[config.mk]
export PLATFORM = sky130hd
export DESIGN_NAME = dctl_top
export DESIGN_NICKNAME = d
export VERILOG_FILES = /design/src/rtl/dctl_pkg.sv /design/src/rtl/dctl_ctrl.sv /design/src/rtl/dctl_ident.sv /design/src/rtl/dctl_type.sv /design/src/rtl/dctl_top.sv
export SDC_FILE = /design/constraint.sdc
export NUM_CORES = 1
export LEC_CHECK = 0
export ABC_AREA = 0
export BUFFER_PORTS_ARGS = -buffer_cell sky130_fd_sc_hd__clkbuf_2
export CAP_MARGIN = 20
export CELL_PAD_IN_SITES_DETAIL_PLACEMENT = 1
export CELL_PAD_IN_SITES_GLOBAL_PLACEMENT = 2
export CORE_MARGIN = 5
export CORE_UTILIZATION = 20
export DETAILED_ROUTE_END_ITERATION = 16
export PLACE_DENSITY = 0.8
export SKIP_LAST_GASP = 1
export SYNTH_ARGS = -nofsm -noshare
export SYNTH_HDL_FRONTEND = slang
export SYNTH_SLANG_ARGS = --single-unit
[constraint.sdc]
create_clock -name clk -period 1.3 [get_ports clk]
set_input_delay 0.13 -clock clk [delete_from_list [all_inputs] [get_ports clk]]
set_output_delay 0.13 -clock clk [all_outputs]
set_load 0.05 [all_outputs]
[src/rtl/dctl_pkg.sv]
package dctl_pkg;

    typedef enum logic [1:0] {
        REG_CTRL  = 2'd0,
        REG_TYPE  = 2'd1,
        REG_IDENT = 2'd2,
        REG_NONE  = 2'd3
    } reg_sel_e;

    localparam int REV_LSB = 12;
    localparam int REV_W   = 4;
    localparam logic [31:0] REV_MASK = 32'h0000_F000;

    function automatic logic rev_supported(input logic [REV_W-1:0] rev);
        return (rev == 4'd2) || (rev == 4'd3);
    endfunction

endpackage

[src/rtl/dctl_ctrl.sv]
module dctl_ctrl #(
    parameter int MAX_CPUS = 8,
    parameter int CPU_W    = 4
) (
    input  logic                clk,
    input  logic                rst_n,
    input  logic                g_wr,
    input  logic                g_en_bit,
    input  logic                h_wr,
    input  logic                h_en_bit,
    input  logic [CPU_W-1:0]    active_cpus,
    output logic                enable_o,
    output logic [MAX_CPUS-1:0] wake_o
);

    typedef struct packed {
        logic                en;
        logic [MAX_CPUS-1:0] wake;
    } ctrl_st_t;

    ctrl_st_t st_d, st_q;
    logic [MAX_CPUS-1:0] cpu_mask;

    for (genvar gi = 0; gi < MAX_CPUS; gi++) begin : g_mask
        assign cpu_mask[gi] = (gi < int'(active_cpus));
    end

    always_comb begin
        st_d      = st_q;
        st_d.wake = '0;
        if (h_wr) begin
            st_d.en = h_en_bit;
        end else if (g_wr) begin
            st_d.en = g_en_bit;
        end
        if (st_d.en && !st_q.en) begin
            st_d.wake = cpu_mask;
        end
    end

    always_ff @(posedge clk) begin
        if (!rst_n) begin
            st_q <= '0;
        end else begin
            st_q <= st_d;
        end
    end

    assign enable_o = st_q.en;
    assign wake_o   = st_q.wake;

endmodule

[src/rtl/dctl_ident.sv]
module dctl_ident
    import dctl_pkg::*;
#(
    parameter logic [7:0]       PRODUCT_ID = 8'h4B,
    parameter logic [11:0]      IMPL_ID    = 12'h43B,
    parameter logic [REV_W-1:0] REV_RESET  = 4'd1
) (
    input  logic        clk,
    input  logic        rst_n,
    input  logic        h_id_wr,
    input  logic [31:0] h_wdata,
    output logic [31:0] ident_o,
    output logic        unlocked_o,
    output logic        reject_o
);

    typedef struct packed {
        logic [REV_W-1:0] rev;
        logic             unlocked;
    } id_st_t;

    id_st_t st_d, st_q;
    logic [31:0]      other_diff;
    logic [REV_W-1:0] new_rev;
    logic             accept;

    assign ident_o    = {PRODUCT_ID, 8'h00, st_q.rev, IMPL_ID};
    assign other_diff = (h_wdata ^ ident_o) & ~REV_MASK;
    assign new_rev    = h_wdata[REV_LSB +: REV_W];

    always_comb begin
        st_d     = st_q;
        accept   = h_id_wr && (other_diff == '0) && rev_supported(new_rev);
        reject_o = h_id_wr && !accept;
        if (accept) begin
            st_d.rev      = new_rev;
            st_d.unlocked = 1'b1;
        end
    end

    always_ff @(posedge clk) begin
        if (!rst_n) begin
            st_q.rev      <= REV_RESET;
            st_q.unlocked <= 1'b0;
        end else begin
            st_q <= st_d;
        end
    end

    assign unlocked_o = st_q.unlocked;

endmodule

[src/rtl/dctl_type.sv]
module dctl_type #(
    parameter int NUM_SHARED = 96,
    parameter int CPU_W      = 4
) (
    input  logic [CPU_W-1:0] active_cpus,
    output logic [31:0]      type_o
);

    localparam int TOTAL_LINES = NUM_SHARED + 32;
    localparam int LINES_FIELD = TOTAL_LINES / 32 - 1;

    logic [CPU_W-1:0] cpus_m1;

    always_comb begin
        cpus_m1 = active_cpus - CPU_W'(1);
        type_o  = {24'h0, 3'(cpus_m1), 5'(LINES_FIELD)};
    end

endmodule

[src/rtl/dctl_top.sv]
module dctl_top
    import dctl_pkg::*;
#(
    parameter int          NUM_SHARED = 96,
    parameter int          MAX_CPUS   = 8,
    parameter int          HAW        = 10,
    parameter logic [7:0]  PRODUCT_ID = 8'h4B,
    parameter logic [11:0] IMPL_ID    = 12'h43B,
    parameter logic [3:0]  REV_RESET  = 4'd1,
    localparam int         CPU_W      = $clog2(MAX_CPUS + 1)
) (
    input  logic                clk,
    input  logic                rst_n,
    input  logic [CPU_W-1:0]    active_cpus,
    input  logic                g_req,
    input  logic                g_we,
    input  logic [1:0]          g_addr,
    input  logic [31:0]         g_wdata,
    output logic                g_ack,
    output logic [31:0]         g_rdata,
    input  logic                h_req,
    input  logic                h_we,
    input  logic                h_grp,
    input  logic [HAW-1:0]      h_addr,
    input  logic [31:0]         h_wdata,
    output logic                h_ack,
    output logic [31:0]         h_rdata,
    output logic                h_err,
    output logic                grp_wr_o,
    output logic [HAW-1:0]      grp_addr_o,
    output logic [31:0]         grp_data_o,
    output logic [MAX_CPUS-1:0] wake_o
);

    typedef struct packed {
        logic           g_ack;
        logic [31:0]    g_rdata;
        logic           h_ack;
        logic [31:0]    h_rdata;
        logic           h_err;
        logic           grp_wr;
        logic [HAW-1:0] grp_addr;
        logic [31:0]    grp_data;
    } resp_t;

    resp_t rsp_d, rsp_q;

    reg_sel_e g_sel, h_sel;
    logic     h_reg_acc;
    logic     g_ctrl_wr, h_ctrl_wr, h_id_wr;
    logic     enable, unlocked, id_reject;
    logic [31:0] type_word, ident_word;
    logic [31:0] g_word, h_word;

    wire unused_gdata = ^g_wdata[31:1];

    assign g_sel     = reg_sel_e'(g_addr);
    assign h_sel     = reg_sel_e'(h_addr[1:0]);
    assign h_reg_acc = h_req && !h_grp;
    assign g_ctrl_wr = g_req && g_we && (g_sel == REG_CTRL);
    assign h_ctrl_wr = h_reg_acc && h_we && (h_sel == REG_CTRL);
    assign h_id_wr   = h_reg_acc && h_we && (h_sel == REG_IDENT);

    dctl_ctrl #(
        .MAX_CPUS (MAX_CPUS),
        .CPU_W    (CPU_W)
    ) u_ctrl (
        .clk         (clk),
        .rst_n       (rst_n),
        .g_wr        (g_ctrl_wr),
        .g_en_bit    (g_wdata[0]),
        .h_wr        (h_ctrl_wr),
        .h_en_bit    (h_wdata[0]),
        .active_cpus (active_cpus),
        .enable_o    (enable),
        .wake_o      (wake_o)
    );

    dctl_ident #(
        .PRODUCT_ID (PRODUCT_ID),
        .IMPL_ID    (IMPL_ID),
        .REV_RESET  (REV_RESET)
    ) u_ident (
        .clk        (clk),
        .rst_n      (rst_n),
        .h_id_wr    (h_id_wr),
        .h_wdata    (h_wdata),
        .ident_o    (ident_word),
        .unlocked_o (unlocked),
        .reject_o   (id_reject)
    );

    dctl_type #(
        .NUM_SHARED (NUM_SHARED),
        .CPU_W      (CPU_W)
    ) u_type (
        .active_cpus (active_cpus),
        .type_o      (type_word)
    );

    function automatic logic [31:0] pick_word(input reg_sel_e sel, input logic en,
                                              input logic [31:0] tw, input logic [31:0] iw);
        case (sel)
            REG_CTRL:  return {31'h0, en};
            REG_TYPE:  return tw;
            REG_IDENT: return iw;
            default:   return 32'h0;
        endcase
    endfunction

    always_comb begin
        g_word = pick_word(g_sel, enable, type_word, ident_word);
        h_word = pick_word(h_sel, enable, type_word, ident_word);

        rsp_d          = rsp_q;
        rsp_d.g_ack    = g_req;
        rsp_d.g_rdata  = (g_req && !g_we) ? g_word : 32'h0;
        rsp_d.h_ack    = h_req;
        rsp_d.h_rdata  = (h_reg_acc && !h_we) ? h_word : 32'h0;
        rsp_d.h_err    = id_reject;
        rsp_d.grp_wr   = h_req && h_we && h_grp && unlocked;
        if (rsp_d.grp_wr) begin
            rsp_d.grp_addr = h_addr;
            rsp_d.grp_data = h_wdata;
        end
    end

    always_ff @(posedge clk) begin
        if (!rst_n) begin
            rsp_q <= '0;
        end else begin
            rsp_q <= rsp_d;
        end
    end

    assign g_ack      = rsp_q.g_ack;
    assign g_rdata    = rsp_q.g_rdata;
    assign h_ack      = rsp_q.h_ack;
    assign h_rdata    = rsp_q.h_rdata;
    assign h_err      = rsp_q.h_err;
    assign grp_wr_o   = rsp_q.grp_wr;
    assign grp_addr_o = rsp_q.grp_addr;
    assign grp_data_o = rsp_q.grp_data;

endmodule

==> flow_summary_export.csv, run 1 <==
group,metric,value,unit
global_route,grt_pass1_wl,17100,um
pwr,ir_worst_vdd,0.000494,V
route,post-route-drc-count,0,
floorplanning,die_x,137,um
synth,syn_area,0.00324,mm^2
setup_path,cp_max_fo,5,
timing,setup_ws,0.00780,ns
clock_tree,h-tree-depth,3,
floorplanning,rows,46,
setup_path,r2r-start,"u_ident.unlocked_o",
min_path,min_to,"grp_addr_o[9]",
clock_tree,cts_buffer_depth,2,
place,port_buffers,141,
timing,fmax,0.774,GHz
floorplanning,initial_utilization,20.4,%
route,drt-pass1-iter-count,4,
min_path,hp-class,"in2reg",
clock_tree,ctsResizeCount,0,
place,dp_hpwl,8440,um
clock_tree,clkTransAtPathRegs,0.06,ns
finish,fin_nets,624,
floorplanning,ios,205,
outcome,status,"complete, no violations",
place,place.gp.congestion,0.801,
setup_path,regToRegSetupSlack,0.15,ns
clock_tree,clk_latency,0.34,ns
pwr,cellPowerDensity,1210,mW/mm^2
setup_path,crit_arrival,1.50,ns
min_path,min_from,"h_addr[9]",
finish,area_delta_synth_final,39.4,%
global_route,grt_max_degree,44,
pwr,p_leak,2.11,nW
timing,min_period_over_period,99.4,%
setup_path,reg2reg_depth,4,
synth,postSynthAreaPerCell,8.77,um^2
floorplanning,core,0.0159,mm^2
setup_path,cp-start-kind,"primary input",
synth,ys_types,37,
min_path,hold-path-cell-count,3,
synth,yosysWarnings,0,
timing,clock_skew,0.00385,ns
route,vias_per_cell,3.98,
clock_tree,cts_made_buffers,9,
setup_path,crit_required,1.51,ns
route,drt-total-wl,10900,um
setup_path,crit_type,"in2reg",
route,num_vias,2976,
route,first_iter_violations,87,
finish,n_antenna_cell,0,
clock_tree,root_buffer,"clkbuf_16",
route,wl_per_cell,14.6,um
setup_path,critPathCaptureType,"register",
timing,fin_crit,1.29,ns
synth,ys_ff_latch,80,
timing,hold_viol_final,0,
place,place.detailed.instances,726,
timing,finalMaxSlewViolations,0,
setup_path,startpoint,"h_wdata[11]",
synth,synth_seq_area_share,49.5,%
floorplanning,dieArea,0.0188,mm^2
timing,rsz0062_at_grt,"yes",
timing,setup_viol,0,
global_route,antenna_found_initial,0,
place,pre_cts_slack,-0.360,ns
flow_run,drv_cap,0,
synth,netlist_instances,369,
clock_tree,cts_setup_buffers,0,
global_route,grt_pass1_vias,3298,
clock_tree,cts_sinks,80,
route,ant_nets,0,
finish,instances_no_fill,747,
clock_tree,cts_tree,"built",
floorplanning,die_h,137,um
global_route,grt_use_total,11.8,%
global_route,grt-ovfl-total,0,
setup_path,timing.rr.end,"grp_data_o[14]",
finish,drive_gt1_share,36.2,%
## per-layer routing
| layer | vias up | part of all wire [%] | track usage (%) | routed length (um) |
|---|---|---|---|---|
| li1 | 1448 | - | - | - |
| met1 | 1417 | 42 | 13.7 | 4570 |
| met2 | 99 | 50 | 20.5 | 5470 |
| met3 | 12 | 6.3 | 3.03 | 692 |
| met4 | 0 | 1.8 | 5.27 | 200 |
| met5 | - | 0 | 0 | 0 |
## stage by stage
step / total power [mW] / hold WS, ns / setup TNS [ns] / utilization (%) / area (um^2)
after floorplan: 2.98 / 0.247 / -0.388 / - / 3360
after global placement: 3.11 / 0.355 / -1.52 / 26.3 / 4190
after detailed placement: 3.13 / 0.365 / -1.96 / 26.3 / 4190
after CTS: 5.56 / 0.000422 / 0 / 28.4 / 4510
after global routing: 5.71 / 0.00787 / -0.0566 / 28.4 / 4510
final: 5.45 / 0.0212 / 0 / 28.4 / 4510
## cells in the mapped netlist, drive strengths merged
master / count / area, um^2
nand2: 86 / 323
dfxtp: 80 / 1600
a21oi: 49 / 245
buf: 45 / 334
nor2: 18 / 67.6
clkbuf: 15 / 56.3
inv: 13 / 48.8
ha: 11 / 138
and3: 8 / 55.1
and2: 4 / 25.0
nor3b: 4 / 30.0
nand4: 3 / 18.8
nand4b: 3 / 26.3
nor3: 3 / 15.0
nor4: 3 / 48.8
a22oi: 2 / 15.0
nand2b: 2 / 12.5
nand3b: 2 / 15.0
nand4bb: 2 / 22.5
o21a: 2 / 15.0
or4: 2 / 18.8
or4b: 2 / 23.8
a211oi: 1 / 7.51
a311oi: 1 / 8.76
and4: 1 / 8.76
conb: 1 / 3.75
mux2i: 1 / 10.0
nand3: 1 / 5.00
nor4b: 1 / 8.76
o211ai: 1 / 7.51
or4bb: 1 / 11.3
xnor2: 1 / 8.76
## worst max-delay path by stage
stage,endpoint,slack (ns),depth (start not counted)
floorplan,u_ident.ident_o[12],-0.11,4
global placement,u_ident.ident_o[12],-0.30,5
detailed placement,u_ident.ident_o[12],-0.36,5
CTS,u_ident.ident_o[12],0.01,5
global route,u_ident.ident_o[12],-0.04,5
finish,u_ident.ident_o[12],0.008,5
## sequential cells by signal, summed over array words and instances, names as in the netlist
register            flops
u_ctrl.wake_o           8
h_err                   1
grp_addr_o             10
h_rdata                10
h_ack                   1
grp_data_o             32
u_ident.ident_o         4
u_ident.unlocked_o      1
g_ack                   1
g_rdata                10
u_ctrl.enable_o         1
grp_wr_o                1
## placed cells by master, fill, tap and decap left out, types with 3 or more instances in the layout
master / synthesis / layout
clkbuf_2: 0 / 141
nand2_1: 86 / 86
dfxtp_1: 80 / 80
a21oi_1: 49 / 49
conb_1: 1 / 32
buf_4: 44 / 27
nor2_1: 18 / 18
inv_1: 13 / 12
ha_1: 11 / 11
clkbuf_16: 0 / 9
and3_1: 7 / 7
dlygate4sd3_1: 0 / 5
and2_1: 4 / 4
nor3b_1: 4 / 4
nand4_1: 3 / 3
nor3_1: 3 / 3
nand4b_1: 3 / 3
clkinvlp_4: 0 / 3
## layout make-up
class                   count  area [um^2]
clock inverters             5         32.5
clock buffers              11          243
multi-input cells         247         1320
repair buffers            175          998
fillers                  1963        11400
inverters                  13         48.8
well taps                 216          270
flip-flops and latches     80         1600
## power breakdown
| part | leakage (nW) | switching [mW] | internal (mW) |
|---|---|---|---|
| sequential | 0.645 | 0.00616 | 2.47 |
| clock | 0.128 | 1.03 | 1.34 |
| combinational | 1.34 | 0.442 | 0.170 |
## repair_timing
| action | CTS | global route |
|---|---|---|
| hold buffers | 5 | 0 |
| endpoints found under the hold margin | 5 | 0 |
| endpoints found under the setup margin | 0 | 5 |
## critical path: stages
cell and delay [ns]:
clkbuf_2 0.09, or4_4 0.55, nor4_4 0.39, and3_4 0.27, o211ai_1 0.08
## cells by family (layout without fill, tap and decap cells)
group | Yosys count | after routing | share of synthesized area (%)
xor+xnor | 1 | 1 | 0.271
buf+inv | 73 | 204 | 13.6
other cells | 1 | 32 | 0.116
fa+ha+maj | 11 | 11 | 4.25
flops | 80 | 80 | 49.5
simple gates | 146 | 146 | 22.7
mux | 1 | 1 | 0.309
compound gates | 56 | 56 | 9.24
Note: power is estimated with default switching activity, not from simulation.
==> run 2, diff against run 1 <==
--- a/config.mk
+++ b/config.mk
@@ -11,10 +11,11 @@
 export CELL_PAD_IN_SITES_DETAIL_PLACEMENT = 1
 export CELL_PAD_IN_SITES_GLOBAL_PLACEMENT = 2
 export CORE_MARGIN = 5
-export CORE_UTILIZATION = 20
+export CORE_UTILIZATION = 26
 export DETAILED_ROUTE_END_ITERATION = 16
-export PLACE_DENSITY = 0.8
+export PLACE_DENSITY = 0.83
 export SKIP_LAST_GASP = 1
 export SYNTH_ARGS = -nofsm -noshare
 export SYNTH_HDL_FRONTEND = slang
+export SYNTH_HIERARCHICAL = 1
 export SYNTH_SLANG_ARGS = --single-unit
==> run 2 against run 1 <==
Flip-flop and latch count rose by 44. Critical endpoint is now g_rdata[7]. Die area rose by 20%. Setup slack improved by 0.038 ns.
==> flow_summary_export.csv, run 2 <==
group,metric,value,unit
synth,synth_edf_count,0,
setup_path,critPathCaptureType,"register",
route,post-route-drc-count,0,
timing,finalMaxSlewViolations,0,
synth,syn_area,0.00511,mm^2
pwr,p_leak,3.12,nW
synth,synth_flop_cell,"dfxtp_1",
setup_path,regToRegSetupSlack,0.05,ns
floorplanning,die_x,150,um
setup_path,crit_arrival,1.55,ns
synth,synth_seq_area_share,48.5,%
synth,synthTopCellsByCount,"dfxtp_1 (124), nor2_1 (68), buf_4 (62)",
floorplanning,rows,51,
setup_path,reg2reg_depth,4,
global_route,met2_usage,21.8,%
outcome,status,"complete, no violations",
route,num_vias,4359,
flow_run,drv_cap,0,
clock_tree,cts_tree,"built",
setup_path,r2r-start,"u_ident/unlocked_o",
setup_path,cp_cell_sequence,"dlygate4sd3_1, buf_4, inv_1, ha_1, xor2_2, a22oi_1, nor2_1",
finish,nFillCells,2345,
finish,final_common_cell,"clkbuf_2",
pwr,ir_worst_vdd,0.000826,V
place,port_buffers,173,
route,vias_per_cell,4.22,
synth,synth_top_cell_area_share,48.5,%
finish,fin_nets,845,
clock_tree,cts_made_buffers,17,
floorplanning,die_h,150,um
timing,rsz0062_at_grt,"no",
global_route,grt_use_total,13.7,%
clock_tree,root_buffer,"clkbuf_16",
timing,hold_viol_final,0,
place,dp_hpwl,10700,um
clock_tree,cts_buffer_depth,2,
finish,area_delta_synth_final,38.0,%
synth,ys_types,46,
global_route,grt_pass1_wl,24400,um
finish,drive_gt1_share,36.2,%
route,first_iter_violations,105,
pwr,cellPowerDensity,1300,mW/mm^2
synth,yosysWarnings,6,
setup_path,cp_slowest_cell,"dlygate4sd3_1",
clock_tree,cts_setup_buffers,0,
global_route,grt-ovfl-total,0,
clock_tree,clk_latency,0.40,ns
global_route,grt_pass1_vias,4710,
global_route,grt.busiest_layer,"met2",
global_route,grt_max_degree,59,
synth,post-synth-top-area-cell,"dfxtp_1",
route,wl_per_cell,14.6,um
synth,postSynthAreaPerCell,9.42,um^2
setup_path,cp-start-kind,"primary input",
pwr,power,9.15,mW
min_path,hold-path-cell-count,3,
synth,postSynth.asyncResetShare,0,%
clock_tree,cts_sinks,124,
synth,netlist_top_cells_area,"dfxtp_1 (49%), buf_4 (9.1%), a22oi_2 (7.3%), nor2_1 (5.0%), a22oi_1 (4.7%)",
timing,clock_skew,0.00523,ns
timing,fmax,0.798,GHz
clock_tree,h-tree-depth,4,
setup_path,crit_type,"in2reg",
route,ant_nets,0,
min_path,min_from,"h_req",
global_route,met1_usage,16.5,%
setup_path,cp_max_fo,5,
setup_path,crit_buf_inv,3,
timing,fin_crit,1.25,ns
timing,fin_setup_tns,0,ns
synth,synth_most_common_cell,"dfxtp_1",
clock_tree,clkTransAtPathRegs,0.05,ns
floorplanning,ios,205,
synth,netlist_instances,543,
place,place.gp.congestion,0.752,
setup_path,timing.rr.end,"grp_addr_o[5]",
route,drt-total-wl,15100,um
min_path,hp-class,"in2reg",
global_route,antenna_found_initial,0,
setup_path,crit_required,1.59,ns
min_path,min_to,"h_ack",
setup_path,max_stage_delay,0.54,ns
global_route,grt.met3_usage,6.02,%
finish,final_cell_mix,"clkbuf_2 (171), dfxtp_1 (124), nor2_1 (68)",
setup_path,cp.depth,7,
floorplanning,core,0.0194,mm^2
finish,n_antenna_cell,0,
floorplanning,dieArea,0.0226,mm^2
route,drt-pass1-iter-count,4,
synth,ys_ff_latch,124,
timing,setup_viol,0,
timing,min_period_over_period,96.4,%
setup_path,critPathTopFamily,"buffers and inverters",
floorplanning,initial_utilization,26.4,%
[run 2: area by class of cell]
type                            count  area [um^2]  share of cell area, %
Inverter                            6         22.5                  0.319
Clock inverter                      7         65.1                  0.922
Timing Repair Buffer              238         1530                   21.7
Clock buffer                       24          482                   6.83
Sequential cell                   124         2480                   35.2
Multi-Input combinational cell    370         2140                   30.3
Tap cell                          265          332                   4.70
[run 2: worst max-delay path by stage]
| stage | endpoint | slack (ns) | start |
|---|---|---|---|
| 3_5_place_dp | h_err | -0.28 | h_wdata[6] |
| 2_1_floorplan | h_err | -0.01 | h_wdata[29] |
| 4_1_cts | g_rdata[7] | 0.06 | active_cpus[0] |
| 5_1_grt | g_rdata[7] | 0.01 | active_cpus[0] |
| 6_report | g_rdata[7] | 0.05 | active_cpus[0] |
| 3_3_place_gp | h_err | -0.26 | h_wdata[6] |
[run 2: what timing repair did]
item / in CTS / in global routing
setup endpoints to repair: 0 / 1
resized for setup: 0 / 3
hold buffers: 35 / 0
endpoints found under the hold margin: 35 / 0
[run 2: tightest hold or removal path: cells and delay by family]
family	cells	cell delay (ns)
simple gates	1	0.10
buf+inv	2	0.19
[run 2: logic make-up after synthesis]
| family | Yosys count | synth area share, % |
|---|---|---|
| and+or+nand+nor | 191 | 18.3 |
| AOI/OAI and AO/OA | 117 | 18.1 |
| xor gates and xnor gates | 1 | 0.171 |
| other | 4 | 0.293 |
| DFF | 124 | 48.5 |
| muxes | 3 | 0.612 |
| buffers and inverters | 102 | 13.8 |
| adders and majority gates | 1 | 0.245 |
[run 2: stage by stage]
| stage | cells | hold slack, ns | util [%] | setup WS [ns] | instance area [um^2] |
|---|---|---|---|---|---|
| floorplan | 596 | 0.229 | - | -0.0118 | 5320 |
| global placement | 968 | 0.353 | 31.7 | -0.260 | 6150 |
| detailed placement | 968 | 0.358 | 31.7 | -0.283 | 6150 |
| CTS | 1034 | 0.0130 | 36.3 | 0.0602 | 7050 |
| global route | 1034 | 0.0252 | 36.4 | 0.0148 | 7060 |
| finish | 1034 | 0.0394 | 36.4 | 0.0462 | 7060 |
[run 2: power by group]
group | switching [mW] | internal (mW) | total [mW]
combinational | 0.538 | 0.364 | 0.902
sequential | 0.0116 | 3.84 | 3.85
clock | 1.64 | 2.76 | 4.40
[run 2: per-layer routing]
layer	share of wire, %	vias to the layer above
met3	8.9	18
met4	2.0	0
met5	0	-
li1	-	2180
met1	43	2013
met2	46	148
